### src/rtl/aic_pkg.sv
package aic_pkg;
  // event word: kind in bits [KIND_LSB+2:KIND_LSB], number in [15:0]
  localparam int KIND_LSB    = 16;
  localparam int IPI_PER_CPU = 2;

  typedef enum logic [2:0] {
    EVT_NONE = 3'd0,
    EVT_HW   = 3'd1,
    EVT_IPI  = 3'd2
  } evt_kind_e;

  // word addresses
  localparam int A_MASK     = 0;
  localparam int A_MASK_SET = 1;
  localparam int A_MASK_CLR = 2;
  localparam int A_SW       = 4;
  localparam int A_SW_SET   = 5;
  localparam int A_SW_CLR   = 6;
  localparam int A_PEND     = 8;
  localparam int A_EVT_BASE = 16;
  localparam int A_IPI_BASE = 24;
  localparam int A_AFF_BASE = 32;
endpackage

### src/rtl/aic_pick.sv
// Lowest-index-wins picker over a request vector.
module aic_pick #(
  parameter int W  = 16,
  localparam int IW = (W > 1) ? $clog2(W) : 1
) (
  input  logic [W-1:0]  req,
  output logic          found,
  output logic [IW-1:0] idx,
  output logic [W-1:0]  grant
);
  always_comb begin
    found = |req;
    idx   = '0;
    grant = '0;
    for (int i = W - 1; i >= 0; i--) begin
      if (req[i]) begin
        idx      = IW'(i);
        grant    = '0;
        grant[i] = 1'b1;
      end
    end
  end
endmodule

### src/rtl/aic_src_regs.sv
// Per-source state: input register, mask, software trigger, CPU routing.
module aic_src_regs #(
  parameter int NUM_SRC   = 16,
  parameter int NUM_CPU   = 2,
  parameter int AFF_RESET = 1
) (
  input  logic                              clk,
  input  logic                              rst,
  input  logic [NUM_SRC-1:0]                hw_irq,
  input  logic [NUM_SRC-1:0]                mask_set,
  input  logic [NUM_SRC-1:0]                mask_clr,
  input  logic [NUM_SRC-1:0]                sw_set,
  input  logic [NUM_SRC-1:0]                sw_clr,
  input  logic [NUM_SRC-1:0]                aff_we,
  input  logic [NUM_CPU-1:0]                aff_wdata,
  input  logic [NUM_SRC-1:0]                ack_vec,
  output logic [NUM_SRC-1:0]                mask_q,
  output logic [NUM_SRC-1:0]                sw_q,
  output logic [NUM_SRC-1:0]                pend,
  output logic [NUM_SRC-1:0][NUM_CPU-1:0]   aff_q,
  output logic [NUM_CPU-1:0][NUM_SRC-1:0]   elig
);
  logic [NUM_SRC-1:0] hw_q;

  always_ff @(posedge clk) begin
    if (rst) begin
      hw_q   <= '0;
      mask_q <= '1;
      sw_q   <= '0;
    end else begin
      hw_q   <= hw_irq;
      mask_q <= (mask_q | mask_set | ack_vec) & ~mask_clr;
      sw_q   <= (sw_q | sw_set) & ~sw_clr;
    end
  end

  for (genvar s = 0; s < NUM_SRC; s++) begin : g_aff
    always_ff @(posedge clk) begin
      if (rst)            aff_q[s] <= NUM_CPU'(AFF_RESET);
      else if (aff_we[s]) aff_q[s] <= aff_wdata;
    end
  end

  assign pend = hw_q | sw_q;

  always_comb begin
    for (int c = 0; c < NUM_CPU; c++)
      for (int s = 0; s < NUM_SRC; s++)
        elig[c][s] = pend[s] & ~mask_q[s] & aff_q[s][c];
  end

  AST_ACK_ONEHOT: assert property (@(posedge clk) disable iff (rst)
    $onehot0(ack_vec));
  AST_ACK_MASKS: assert property (@(posedge clk) disable iff (rst)
    (ack_vec != '0) |=> ((mask_q & $past(ack_vec)) == $past(ack_vec)));
endmodule

### src/rtl/aic_ipi_bank.sv
// Two inter-processor interrupt flags per CPU.
module aic_ipi_bank #(
  parameter int NUM_CPU = 2,
  parameter int NUM_IPI = 2
) (
  input  logic                            clk,
  input  logic                            rst,
  input  logic [NUM_CPU-1:0][NUM_IPI-1:0] ipi_set,
  input  logic [NUM_CPU-1:0][NUM_IPI-1:0] ipi_ack,
  output logic [NUM_CPU-1:0][NUM_IPI-1:0] ipi_q
);
  always_ff @(posedge clk) begin
    if (rst) ipi_q <= '0;
    else     ipi_q <= (ipi_q | ipi_set) & ~ipi_ack;
  end

  AST_IPI_ACK_CLEARS: assert property (@(posedge clk) disable iff (rst)
    (ipi_ack != '0) |=> ((ipi_q & $past(ipi_ack)) == '0));
endmodule

### src/rtl/autoack_irq_ctrl.sv
module autoack_irq_ctrl
  import aic_pkg::*;
#(
  parameter int NUM_SRC = 16,
  parameter int NUM_CPU = 2,
  parameter int ADDR_W  = 8,
  parameter int DATA_W  = 32
) (
  input  logic              clk,
  input  logic              rst,
  input  logic              bus_wr,
  input  logic              bus_rd,
  input  logic [ADDR_W-1:0] bus_addr,
  input  logic [DATA_W-1:0] bus_wdata,
  output logic [DATA_W-1:0] bus_rdata,
  input  logic [NUM_SRC-1:0] hw_irq,
  output logic [NUM_CPU-1:0] irq_o
);
  localparam int IDX_W = (NUM_SRC > 1) ? $clog2(NUM_SRC) : 1;

  logic [NUM_SRC-1:0] wsrc;
  logic [NUM_SRC-1:0] mask_set, mask_clr, sw_set, sw_clr, aff_we, ack_vec;
  logic [NUM_SRC-1:0] mask_q, sw_q, pend;
  logic [NUM_SRC-1:0][NUM_CPU-1:0] aff_q;
  logic [NUM_CPU-1:0][NUM_SRC-1:0] elig, hw_grant, ack_part;
  logic [NUM_CPU-1:0][IPI_PER_CPU-1:0] ipi_set, ipi_ack, ipi_q;
  logic [NUM_CPU-1:0] evt_sel, hw_found;
  logic [IDX_W-1:0]   hw_idx [NUM_CPU];
  logic [DATA_W-1:0]  evt_word [NUM_CPU];
  logic [DATA_W-1:0]  rd_next;
  logic               unused_bits;

  assign wsrc        = bus_wdata[NUM_SRC-1:0];
  assign unused_bits = ^bus_wdata;

  // write decode
  always_comb begin
    mask_set = '0;
    mask_clr = '0;
    sw_set   = '0;
    sw_clr   = '0;
    if (bus_wr) begin
      if (bus_addr == ADDR_W'(A_MASK_SET)) mask_set = wsrc;
      if (bus_addr == ADDR_W'(A_MASK_CLR)) mask_clr = wsrc;
      if (bus_addr == ADDR_W'(A_SW_SET))   sw_set   = wsrc;
      if (bus_addr == ADDR_W'(A_SW_CLR))   sw_clr   = wsrc;
    end
    for (int s = 0; s < NUM_SRC; s++)
      aff_we[s] = bus_wr && (bus_addr == ADDR_W'(A_AFF_BASE + s));
    for (int c = 0; c < NUM_CPU; c++) begin
      ipi_set[c] = (bus_wr && bus_addr == ADDR_W'(A_IPI_BASE + c))
                   ? bus_wdata[IPI_PER_CPU-1:0] : '0;
      evt_sel[c] = bus_rd && (bus_addr == ADDR_W'(A_EVT_BASE + c));
    end
  end

  aic_src_regs #(
    .NUM_SRC(NUM_SRC), .NUM_CPU(NUM_CPU), .AFF_RESET(1)
  ) u_src (
    .clk(clk), .rst(rst), .hw_irq(hw_irq),
    .mask_set(mask_set), .mask_clr(mask_clr),
    .sw_set(sw_set), .sw_clr(sw_clr),
    .aff_we(aff_we), .aff_wdata(bus_wdata[NUM_CPU-1:0]),
    .ack_vec(ack_vec),
    .mask_q(mask_q), .sw_q(sw_q), .pend(pend),
    .aff_q(aff_q), .elig(elig)
  );

  aic_ipi_bank #(
    .NUM_CPU(NUM_CPU), .NUM_IPI(IPI_PER_CPU)
  ) u_ipi (
    .clk(clk), .rst(rst),
    .ipi_set(ipi_set), .ipi_ack(ipi_ack), .ipi_q(ipi_q)
  );

  // per-CPU arbitration
  for (genvar c = 0; c < NUM_CPU; c++) begin : g_cpu
    aic_pick #(.W(NUM_SRC)) u_pick (
      .req(elig[c]), .found(hw_found[c]),
      .idx(hw_idx[c]), .grant(hw_grant[c])
    );

    always_comb begin
      evt_word[c] = '0;
      ipi_ack[c]  = '0;
      if (ipi_q[c][0]) begin
        evt_word[c][KIND_LSB+:3] = EVT_IPI;
        evt_word[c][15:0]        = 16'd0;
        ipi_ack[c]               = evt_sel[c] ? 2'b01 : 2'b00;
      end else if (ipi_q[c][1]) begin
        evt_word[c][KIND_LSB+:3] = EVT_IPI;
        evt_word[c][15:0]        = 16'd1;
        ipi_ack[c]               = evt_sel[c] ? 2'b10 : 2'b00;
      end else if (hw_found[c]) begin
        evt_word[c][KIND_LSB+:3] = EVT_HW;
        evt_word[c][15:0]        = 16'(hw_idx[c]);
      end
      ack_part[c] = (evt_sel[c] && ipi_q[c] == '0) ? hw_grant[c] : '0;
    end

    assign irq_o[c] = (|elig[c]) | (|ipi_q[c]);
  end

  always_comb begin
    ack_vec = '0;
    for (int c = 0; c < NUM_CPU; c++) ack_vec |= ack_part[c];
  end

  // read mux and registered read data
  always_comb begin
    rd_next = '0;
    if (bus_addr == ADDR_W'(A_MASK)) rd_next[NUM_SRC-1:0] = mask_q;
    if (bus_addr == ADDR_W'(A_SW))   rd_next[NUM_SRC-1:0] = sw_q;
    if (bus_addr == ADDR_W'(A_PEND)) rd_next[NUM_SRC-1:0] = pend;
    for (int s = 0; s < NUM_SRC; s++)
      if (bus_addr == ADDR_W'(A_AFF_BASE + s)) rd_next[NUM_CPU-1:0] = aff_q[s];
    for (int c = 0; c < NUM_CPU; c++)
      if (bus_addr == ADDR_W'(A_EVT_BASE + c)) rd_next = evt_word[c];
  end

  always_ff @(posedge clk) begin
    if (rst)         bus_rdata <= '0;
    else if (bus_rd) bus_rdata <= rd_next;
  end

  AST_IPI_BEFORE_HW: assert property (@(posedge clk) disable iff (rst)
    (ipi_ack != '0) |-> (ack_vec == '0));
  AST_EMPTY_QUIET: assert property (@(posedge clk) disable iff (rst)
    ((|evt_sel) && rd_next == '0) |=> ($stable(mask_q) && $stable(ipi_q)));
endmodule

### config.mk
export PLATFORM = sky130hd
export DESIGN_NAME = autoack_irq_ctrl
export DESIGN_NICKNAME = d
export VERILOG_FILES = /design/src/rtl/aic_pkg.sv /design/src/rtl/aic_pick.sv /design/src/rtl/aic_src_regs.sv /design/src/rtl/aic_ipi_bank.sv /design/src/rtl/autoack_irq_ctrl.sv
export SDC_FILE = /design/constraint.sdc
export NUM_CORES = 1
export LEC_CHECK = 0
export CAP_MARGIN = 20
export CORE_ASPECT_RATIO = 1.1
export CORE_MARGIN = 4
export CORE_UTILIZATION = 59
export DETAILED_ROUTE_END_ITERATION = 7
export HOLD_SLACK_MARGIN = 0.08
export PLACE_DENSITY = 0.87
export SLEW_MARGIN = 25
export SYNTH_ARGS = -nofsm -noshare
export SYNTH_HDL_FRONTEND = slang
export SYNTH_SLANG_ARGS = --single-unit
### constraint.sdc
create_clock -name clk -period 5.6 [get_ports clk]
set_input_delay 1.4 -clock clk [delete_from_list [all_inputs] [get_ports clk]]
set_output_delay 1.4 -clock clk [all_outputs]
set_load 0.03 [all_outputs]
# == Word-level counts from Yosys, hierarchy flattened ==
# Cells that the tools add are included.
# word_totals
input_bits,60
ff_bits,116
out_inout_bits,34
# classes
muxes,111
n_eq_ne,26
bitwise,78
n_reduce_logical,29
# ops
operator,count
2-to-1 mux 16 bit,45
"== test 8 x 6 -> 1 bit, second input constant",16
2-to-1 mux 4 bit,32
OR 16 bit,5
2-to-1 mux 18 bit,4
bitwise AND 1 bit,48
2-to-1 mux 2 bit,24
2-to-1 mux 17 bit,2
bitwise AND 16 bit,2
"== test 8 x 5 -> 1 bit, second input constant",4
2-to-1 mux 32 bit,1
NOT 16 bit,2
OR reduction 16 bit,2
"== test 8 x 3 -> 1 bit, second input constant",3
logical AND 1 bit,22
2-to-1 mux 19 bit,1
NOT 1 bit,16
"== test 8 x 1 -> 1 bit, second input constant",1
"== test 8 x 2 -> 1 bit, second input constant",1
"== test 8 x 4 -> 1 bit, second input constant",1
zero test 8 bit,1
bitwise AND 4 bit,1
zero test 2 bit,2
NOT 4 bit,1
4 further kinds,7

# == Logic depth before layout (Yosys ltp) ==
# Gate-level depths: netlist (run 1).
# logic_depth
ltp_word,24
ltp_mapped,9
depth_no_buf,7

# == Modules after synthesis ==
# A second synthesis (run 1) with hierarchy kept.
# unflattened
hier_cells,820
area_unflattened_um2,6217.2
# by_module_without_submodules
mod,instances,area_per_inst_um2,seq_area_each_um2,cells_each
aic_src_regs,1,2962.8,1601.5,300
autoack_irq_ctrl,1,2446.1,360.3,404
aic_pick,2,344.1,0.0,52
aic_ipi_bank,1,120.1,80.1,12

# == Worst setup path after synthesis (run 1) ==
# Ideal clock, no wire load.
# synth_path
path_kind,reg-to-output
from,register u_src.hw_q[12]
to,output port irq_o[1]
path_stages_with_launch,8
arrival_time_ps,1754
path_slack_ps,2446
path_buffers,0
cell_sequence,dfxtp_1 -> o21ba_2 -> nand2_1 -> a21boi_0 -> nand3_1 -> or2_1 -> nor4_1 -> nand2_1
# synth_via
elab_chain_cells,5
# synth_rtl
item,line_no,text
start: declaration,aic_src_regs.sv:23,logic [NUM_SRC-1:0] hw_q;
start signal: assignment,aic_src_regs.sv:31,hw_q <= hw_irq;
OR 16 bit,aic_src_regs.sv:44,assign pend = hw_q | sw_q;
bitwise AND 1 bit (2 in series),aic_src_regs.sv:49,elig[c][s] = pend[s] & ~mask_q[s] & aff_q[s][c];
OR reduction 16 bit,autoack_irq_ctrl.sv:101,assign irq_o[c] = (|elig[c]) | (|ipi_q[c]);
OR 1 bit,autoack_irq_ctrl.sv:101,
end: declaration,autoack_irq_ctrl.sv:17,output logic [NUM_CPU-1:0] irq_o
# Every way passes these cells.

# == Final worst setup path (run 1) ==
# layout_path
from,register u_src.hw_q[10]
to,output port irq_o[0]
# Same word-level chain as after synthesis.

==> PnR_summary.wiki, run 1 <==
{| class="wikitable"
! Metric !! Value
|-
| Clock sink total || 102
|-
| Final hold violation count || 0
|-
| Vias in the first global route || 6113
|-
| Site row count || 38
|-
| Layout cell share with drive strength beyond 1 || 8.52%
|-
| Y dimension of the die || 113 µm
|-
| Yosys reg bits || 102
|-
| Run status || finished, final reports clean
|-
| Total Neg Setup Slack || 0 ns
|-
| Number of H-tree branching levels || 3
|-
| Cell repeated most along the worst path || nand2_1
|-
| Total Die Area || 11800 µm²
|-
| Global route total overflow || 0
|-
| Final weighted congestion of routability-driven global placement || 1.01
|-
| Achievable Freq || 218 MHz
|-
| Type of origin of the critical path || register
|-
| Sequential cell fraction of total power || 52.1%
|-
| Leading post-synthesis cells by cell area || dfxtp_1 (34%), nand2_1 (6.2%), a21oi_1 (4.6%)
|-
| Total via count in the routed design || 6366
|-
| RSZ-0062 raised after global routing || no
|-
| Actual slew at the worst max-slew pin || 0.989 ns
|-
| Total standard cell area after synthesis || 5960 µm²
|-
| Wire per inst || 22.0 µm
|-
| Net switching component of the power || 0.411 mW
|-
| CP Data Arrival Time || 3.19 ns
|-
| Total iterations of the first detailed-routing run || 5
|-
| Final setup viols || 0
|-
| Async set-reset flop share out of synthesis || 0%
|-
| TritonCTS clock tree || done
|-
| Residual antenna-violating net count after detailed routing || 0
|-
| Cts bufs inserted || 9
|-
| Total DRC errors in the routed layout || 0
|-
| Post-layout min period || 4.59 ns
|-
| Post-Place Cells || 914
|-
| Post-DP HPWL || 14700 µm
|-
| Worst-Skew Late Latency || 0.40 ns
|-
| Number of hold buffers added after CTS || 0
|-
| Chain of cells forming the critical path || o21ba_2, a22o_1, nor4_1, nand2_1, nor3_1, nand2_1, clkdlybuf4s50_1
|-
| Power density cells || 209 nW/µm²
|-
| Top-area cell type share of the netlist area || 34.3%
|-
| Final setup slack of the worst path || 1.01 ns
|-
| Warnings from Yosys || 0
|-
| Setup slack at placement || 1.29 ns
|-
| Average size of a mapped cell || 7.81 µm²
|-
| Global-route wire length before repair || 31900 µm
|-
| Kind of end point of the critical path || output port
|-
| Worst vdd ir || 0.124 mV
|-
| Share of synthesized area occupied by flip-flops and latches || 34.3%
|-
| Placeable core region || 9840 µm²
|-
| Crit path from || u_src.hw_q[10]
|-
| Ant diodes || 0
|-
| Launch instance of the worst min-delay path || bus_rdata[17]
|-
| Synthesized netlist cell count || 763
|-
| Maximum count of clock buffers along a single path || 2
|-
| Root Buffer Master || clkbuf_8
|-
| Source of the worst register-to-register timing path || u_src.hw_q[10]
|-
| Number of vias per cell after detailed routing || 6.85
|-
| Crit-path max cell delay || 0.61 ns
|-
| Syn-to-layout area delta || 13.9%
|-
| Standby leakage power || 2.55 nW
|-
| Antenna violations before repair || 0
|-
| Worst-path maximum fanout || 4
|-
| Total of cells resized after clock tree synthesis || 0
|-
| Slew HR || 33.8%
|-
| Cell taking the most area after synthesis || dfxtp_1
|-
| Post-route core utilization || 68.9%
|-
| Number of nets in the layout || 865
|-
| Count of port buffers added during placement || 63
|-
| Post-Layout Cell Count || 930
|-
| Initial cell density of the core || 60.5%
|-
| Total track usage || 33.9%
|-
| Clock input transition at the sequential cells of the worst setup and hold paths || 0.11 ns
|-
| Filler cell count in the final layout || 871
|-
| Clock share of power || 36.2%
|-
| Internal power contribution || 1.01 mW
|-
| Multi-input gate area || 3590 µm²
|-
| Detailed router's first-iteration violation count || 703
|-
| Gate power share || 11.8%
|-
| Setup bufs post-CTS || 0
|-
| Pin count of the biggest net entering global routing || 58
|-
| Total wirelength of the detailed-routed design || 20500 µm
|-
| Cell variety after synth || 72
|-
| Setup CP Type || register to output port
|-
| Worst-case clock skew || 0.0140 ns
|-
| Pins over their slew limit || 0
|-
| Top-level port count || 94
|-
| Reported max-cap violation count || 0
|-
| Ys flop type || dfxtp_1
|-
| Number of flops mapped to enable cells by yosys || 0
|-
| Portion of the clock cycle consumed by the worst path in the final layout || 81.9%
|-
| Required time of the worst setup path || 4.20 ns
|-
| Worst min-delay path class || register to register
|-
| Standard cell area after detailed placement || 6580 µm²
|-
| Post-Layout Inst Area || 6790 µm²
|-
| Chip width || 104 µm
|-
| Area taken by flip-flops and latches || 2040 µm²
|-
| Worst-path cell with the longest stage delay || clkdlybuf4s50_1
|-
| Net switching fraction of the power || 28.9%
|}
==> synthesized netlist by cell type (6+ instances only) <==
| master | instances |
|---|---|
| and2_1 | 13 |
| o21ai_0 | 33 |
| a211oi_1 | 8 |
| nor3_1 | 34 |
| nand2_1 | 99 |
| and3_1 | 14 |
| a22oi_1 | 7 |
| nor2b_1 | 21 |
| nor4_1 | 6 |
| o21ba_2 | 14 |
| mux2i_1 | 27 |
| nand4_1 | 15 |
| a21oi_1 | 55 |
| nand3_1 | 44 |
| inv_1 | 19 |
| dfxtp_1 | 102 |
| clkbuf_1 | 34 |
| a311oi_1 | 6 |
| o22a_1 | 12 |
| nor2_1 | 60 |
| buf_4 | 15 |
| a31oi_1 | 25 |
==> metal layers <==
| layer | track usage (%) | wire [µm] | vias to the layer above |
|---|---|---|---|
| met3 | 6.00 | 1970 | 77 |
| met5 | 0 | 0 | - |
| met1 | 42.8 | 8110 | 3025 |
| met4 | 18.3 | 870 | 0 |
| li1 | - | - | 2860 |
| met2 | 55.4 | 9500 | 404 |
==> critical path: cells and delay by family (launching register included) <==
| family | cells | cell delay [ns] |
|---|---|---|
| flops | 1 | 0.34 |
| compound gates | 2 | 0.52 |
| buf+inv | 1 | 0.61 |
| simple gates | 4 | 1.30 |
==> sequential cells by signal (all words and copies together) (netlist names) <==
register and flops:
u_src.mask_q 16, u_src.sw_q 16, u_src.aff_q 32, u_src.hw_q 16, bus_rdata 18, u_ipi.ipi_q 4
==> kinds of logic after synthesis <==
kind of cell	count (synthesis)	synth area share, %
AND/OR/NAND/NOR	337	29.3
AO/OA/AOI/OAI	218	25.5
other	1	0.0630
flip-flops	102	34.3
buffers and inverters	78	6.34
multiplexers	27	4.54
==> layout make-up <==
cell class	instances	share of cell area (%)
clock buffer	9	1.83
timing repair buffer	77	10.7
inverter	19	1.05
sequential	102	30.1
tap	120	2.21
clock inverter	7	1.27
multi-input combinational	596	52.8
==> power groups by stage <==
stage,clock (mW),sequential [mW],combinational (mW)
after global routing,0.539,0.740,0.176
after CTS,0.511,0.739,0.162
after floorplan,0,0.756,0.101
after detailed placement,0,0.755,0.161
final,0.513,0.739,0.167
after global placement,0,0.755,0.159
==> cells in the final DEF, fill, tap and decap left out, types with 4 or more instances in the layout <==
cell type / instances
clkdlybuf4s50_1: 61
clkbuf_8: 9
and2_1: 13
nor3_1: 34
nand2_1: 99
mux2i_1: 27
and3_1: 14
nor2_1: 60
a211oi_1: 8
a31oi_1: 25
nor2b_1: 21
nand2b_1: 5
o22ai_1: 4
nand4_1: 15
o21ba_2: 14
o22a_1: 12
nand3_1: 44
dfxtp_1: 102
a311o_1: 5
inv_1: 19
nor4_4: 4
a311oi_1: 6
conb_1: 14
buf_4: 14
o211ai_1: 4
a22oi_1: 7
a21oi_1: 55
o21ai_0: 33
nor4_1: 6
o221ai_1: 4
==> worst paths after layout <==
path | cells past startpoint | to | slack (ns)
setup / recovery | 7 | irq_o[0] | 1.01
hold reg to reg | 2 | bus_rdata[17] | 0.47
setup reg to reg | 7 | bus_rdata[16] | 3.12
hold / removal | 2 | bus_rdata[17] | 0.47
==> through the flow <==
stage,power [mW],hold slack [ns]
after floorplan,0.857,0.475
after global placement,0.913,0.442
after detailed placement,0.916,0.457
after CTS,1.41,0.473
after global routing,1.46,0.493
final,1.42,0.468
Power figures use the tool's default switching activity.
==> run 2: changes to the inputs <==
--- a/config.mk
+++ b/config.mk
@@ -8,10 +8,10 @@
 export CAP_MARGIN = 20
 export CORE_ASPECT_RATIO = 1.1
 export CORE_MARGIN = 4
-export CORE_UTILIZATION = 59
+export CORE_UTILIZATION = 54
 export DETAILED_ROUTE_END_ITERATION = 7
 export HOLD_SLACK_MARGIN = 0.08
-export PLACE_DENSITY = 0.87
+export PLACE_DENSITY = 0.8
 export SLEW_MARGIN = 25
 export SYNTH_ARGS = -nofsm -noshare
 export SYNTH_HDL_FRONTEND = slang
==> constraint.sdc (replaced) <==
create_clock -name clk -period 4.6 [get_ports clk]
set_input_delay 1.15 -clock clk [delete_from_list [all_inputs] [get_ports clk]]
set_output_delay 1.15 -clock clk [all_outputs]
set_load 0.03 [all_outputs]
==> PnR_summary.wiki, run 2 (synthesis results as in run 1) <==
{| class="wikitable"
! Metric !! Value
|-
| CP Data Arrival Time || 3.12 ns (-0.07 ns)
|-
| Top-level port count || 94 (unchanged)
|-
| Global-route wire length before repair || 32900 µm (+3.2%)
|-
| Final setup viols || 0 (unchanged)
|-
| Worst-Skew Late Latency || 0.35 ns (-0.05 ns)
|-
| Clock input transition at the sequential cells of the worst setup and hold paths || 0.07 ns (-0.04 ns)
|-
| Reg2reg path depth || 7 (unchanged)
|-
| Placeable core region || 10600 µm² (+7.6%)
|-
| Most frequent cells in the layout || dfxtp_1 (102), nand2_1 (99), clkdlybuf4s50_1 (61), nor2_1 (60), a21oi_1 (55)
|-
| Syn-to-layout area delta || 16.5%
|-
| Chip width || 108 µm (+4.2%)
|-
| Clock sink total || 102 (unchanged)
|-
| Layout cell share with drive strength beyond 1 || 9.18% (+0.66 points)
|-
| Y dimension of the die || 118 µm (+4.2%)
|-
| Detailed router's first-iteration violation count || 672 (-4.4%)
|-
| Chain of cells forming the critical path || o21ba_2, nand2_1, a21boi_0, nand3_1, or2_1, nor4_1, nand2_1, clkdlybuf4s50_1
|-
| Final hold violation count || 0 (unchanged)
|-
| Type of origin of the critical path || register
|-
| Count of port buffers added during placement || 63 (unchanged)
|-
| Post-layout min period || 4.27 ns
|-
| Number of H-tree branching levels || 3 (unchanged)
|-
| Total iterations of the first detailed-routing run || 8 (+3)
|-
| Total wirelength of the detailed-routed design || 20600 µm (+0.80%)
|-
| Final weighted congestion of routability-driven global placement || 0.979 (-2.7%)
|-
| Actual slew at the worst max-slew pin || 0.844 ns (-0.145 ns)
|-
| Reported max-cap violation count || 0 (unchanged)
|-
| Final setup slack of the worst path || 0.327 ns (-0.686 ns)
|-
| Residual antenna-violating net count after detailed routing || 0 (unchanged)
|-
| Most common library cell in the layout ignoring fill and taps || dfxtp_1
|-
| Pins over their slew limit || 0 (unchanged)
|-
| Post-Place Cells || 944 (+3.3%)
|-
| RSZ-0062 raised after global routing || no
|-
| Worst min-delay path class || register to register
|-
| Post-Layout Cell Count || 960 (+3.2%)
|-
| Slew HR || 43.5% (+9.7 points)
|-
| Worst hold stages || 2 (unchanged)
|-
| Setup bufs post-CTS || 0 (unchanged)
|-
| Worst-path cell with the longest stage delay || clkdlybuf4s50_1
|-
| Total Die Area || 12800 µm² (+8.6%)
|-
| Vias in the first global route || 6155 (+0.69%)
|-
| Run status || finished, final reports clean
|-
| Number of hold buffers added after CTS || 0 (unchanged)
|-
| Initial cell density of the core || 56.3% (-4.3 points)
|-
| Post-DP HPWL || 15200 µm (+3.1%)
|-
| Pin count of the biggest net entering global routing || 57 (-1.7%)
|-
| Achievable Freq || 234 MHz
|-
| Total of cells resized after clock tree synthesis || 0 (unchanged)
|-
| Portion of the clock cycle consumed by the worst path in the final layout || 92.9%
|-
| Worst-path maximum fanout || 4 (unchanged)
|-
| Cell repeated most along the worst path || nand2_1
|-
| Required time of the worst setup path || 3.45 ns (-0.75 ns)
|-
| Setup slack at placement || 0.768 ns (-0.523 ns)
|-
| TritonCTS clock tree || done
|-
| Number of vias per cell after detailed routing || 6.49 (-5.2%)
|-
| Antenna violations before repair || 0 (unchanged)
|-
| Total track usage || 32.8% (-1.0 points)
|-
| Number of nets in the layout || 872 (+0.81%)
|-
| Post-route core utilization || 65.5% (-3.4 points)
|-
| Total via count in the routed design || 6230 (-2.1%)
|-
| Worst vdd ir || 0.251 mV (+100%)
|-
| Power density cells || 266 nW/µm² (+27%)
|-
| Register bank with the most flops || u_src.aff_q
|-
| Regs by FF count || u_src.aff_q: 32 flops, bus_rdata: 18 flops
|-
| Total Neg Setup Slack || 0 ns (unchanged)
|-
| Wire per inst || 21.5 µm (-2.4%)
|-
| Kind of end point of the critical path || output port
|-
| Root Buffer Master || clkbuf_16
|-
| Cts bufs inserted || 9 (unchanged)
|-
| Largest register FFs || 32 (unchanged)
|-
| Maximum count of clock buffers along a single path || 2 (unchanged)
|-
| Ant diodes || 0 (unchanged)
|-
| Global route total overflow || 0 (unchanged)
|-
| Total DRC errors in the routed layout || 0 (unchanged)
|-
| Worst slack on hold paths || 0.463 ns (-0.00458 ns)
|-
| Crit-path max cell delay || 0.62 ns (about the same)
|-
| Site row count || 39 (+2.6%)
|-
| Standby leakage power || 2.61 nW (+2.5%)
|-
| Worst-case clock skew || 0.00667 ns (-0.00733 ns)
|-
| Setup CP Type || register to output port
|}
-- run 2: cell count changes in the layout (fill, tap and decap cells not counted), sizes merged --
cell / change
bufinv: -1
buf: +7
clkinvlp: +1
inv: -2
clkbuf: +2
-- run 2: critical path, delay by kind of cell, from the launching register on --
kind | cells | cell delay (ns)
buffers and inverters | 1 | 0.62
DFF | 1 | 0.33
AOI/OAI and AO/OA | 2 | 0.60
and+or+nand+nor | 5 | 1.22
-- run 2: report_power, final --
group / total (mW) / internal, mW / switching, mW / leakage [nW]
sequential: 0.899 / 0.892 / 0.00687 / 0.828
combinational: 0.205 / 0.0726 / 0.132 / 1.65
clock: 0.743 / 0.387 / 0.356 / 0.133
total: 1.85 / 1.35 / 0.495 / 2.61
-- run 2: per-layer routing --
layer / global-route usage (%) / vias to the layer above / part of all wire, %
li1: - / 2882 / -
met1: 43.1 / 2924 / 40
met2: 51.7 / 362 / 47
met3: 6.43 / 62 / 9.0
met4: 15.2 / 0 / 3.8
met5: 0 / - / 0
-- run 2: metrics by stage --
step           area (µm²)  power [mW]
5_1_grt              6940        1.90
2_1_floorplan        6010        1.04
3_3_place_gp         6660        1.12
6_report             6940        1.85
3_5_place_dp         6660        1.12
4_1_cts              6940        1.85
-- run 2: cell type report --
type | count | area, µm²
clock inverter | 5 | 41.3
tap | 143 | 179
timing repair buffer | 84 | 778
clock buffer | 11 | 243
inverter | 19 | 71.3
sequential | 102 | 2040
multi-input combinational | 596 | 3590
fill | 930 | 3650
-- run 2: worst paths after layout --
kind	startpoint	endpoint	slack, ns
hold reg to reg	bus_rdata[5]	bus_rdata[5]	0.46
setup / recovery	u_src.sw_q[12]	irq_o[1]	0.33
hold / removal	bus_rdata[5]	bus_rdata[5]	0.46
setup reg to reg	u_src.sw_q[12]	bus_rdata[16]	2.18
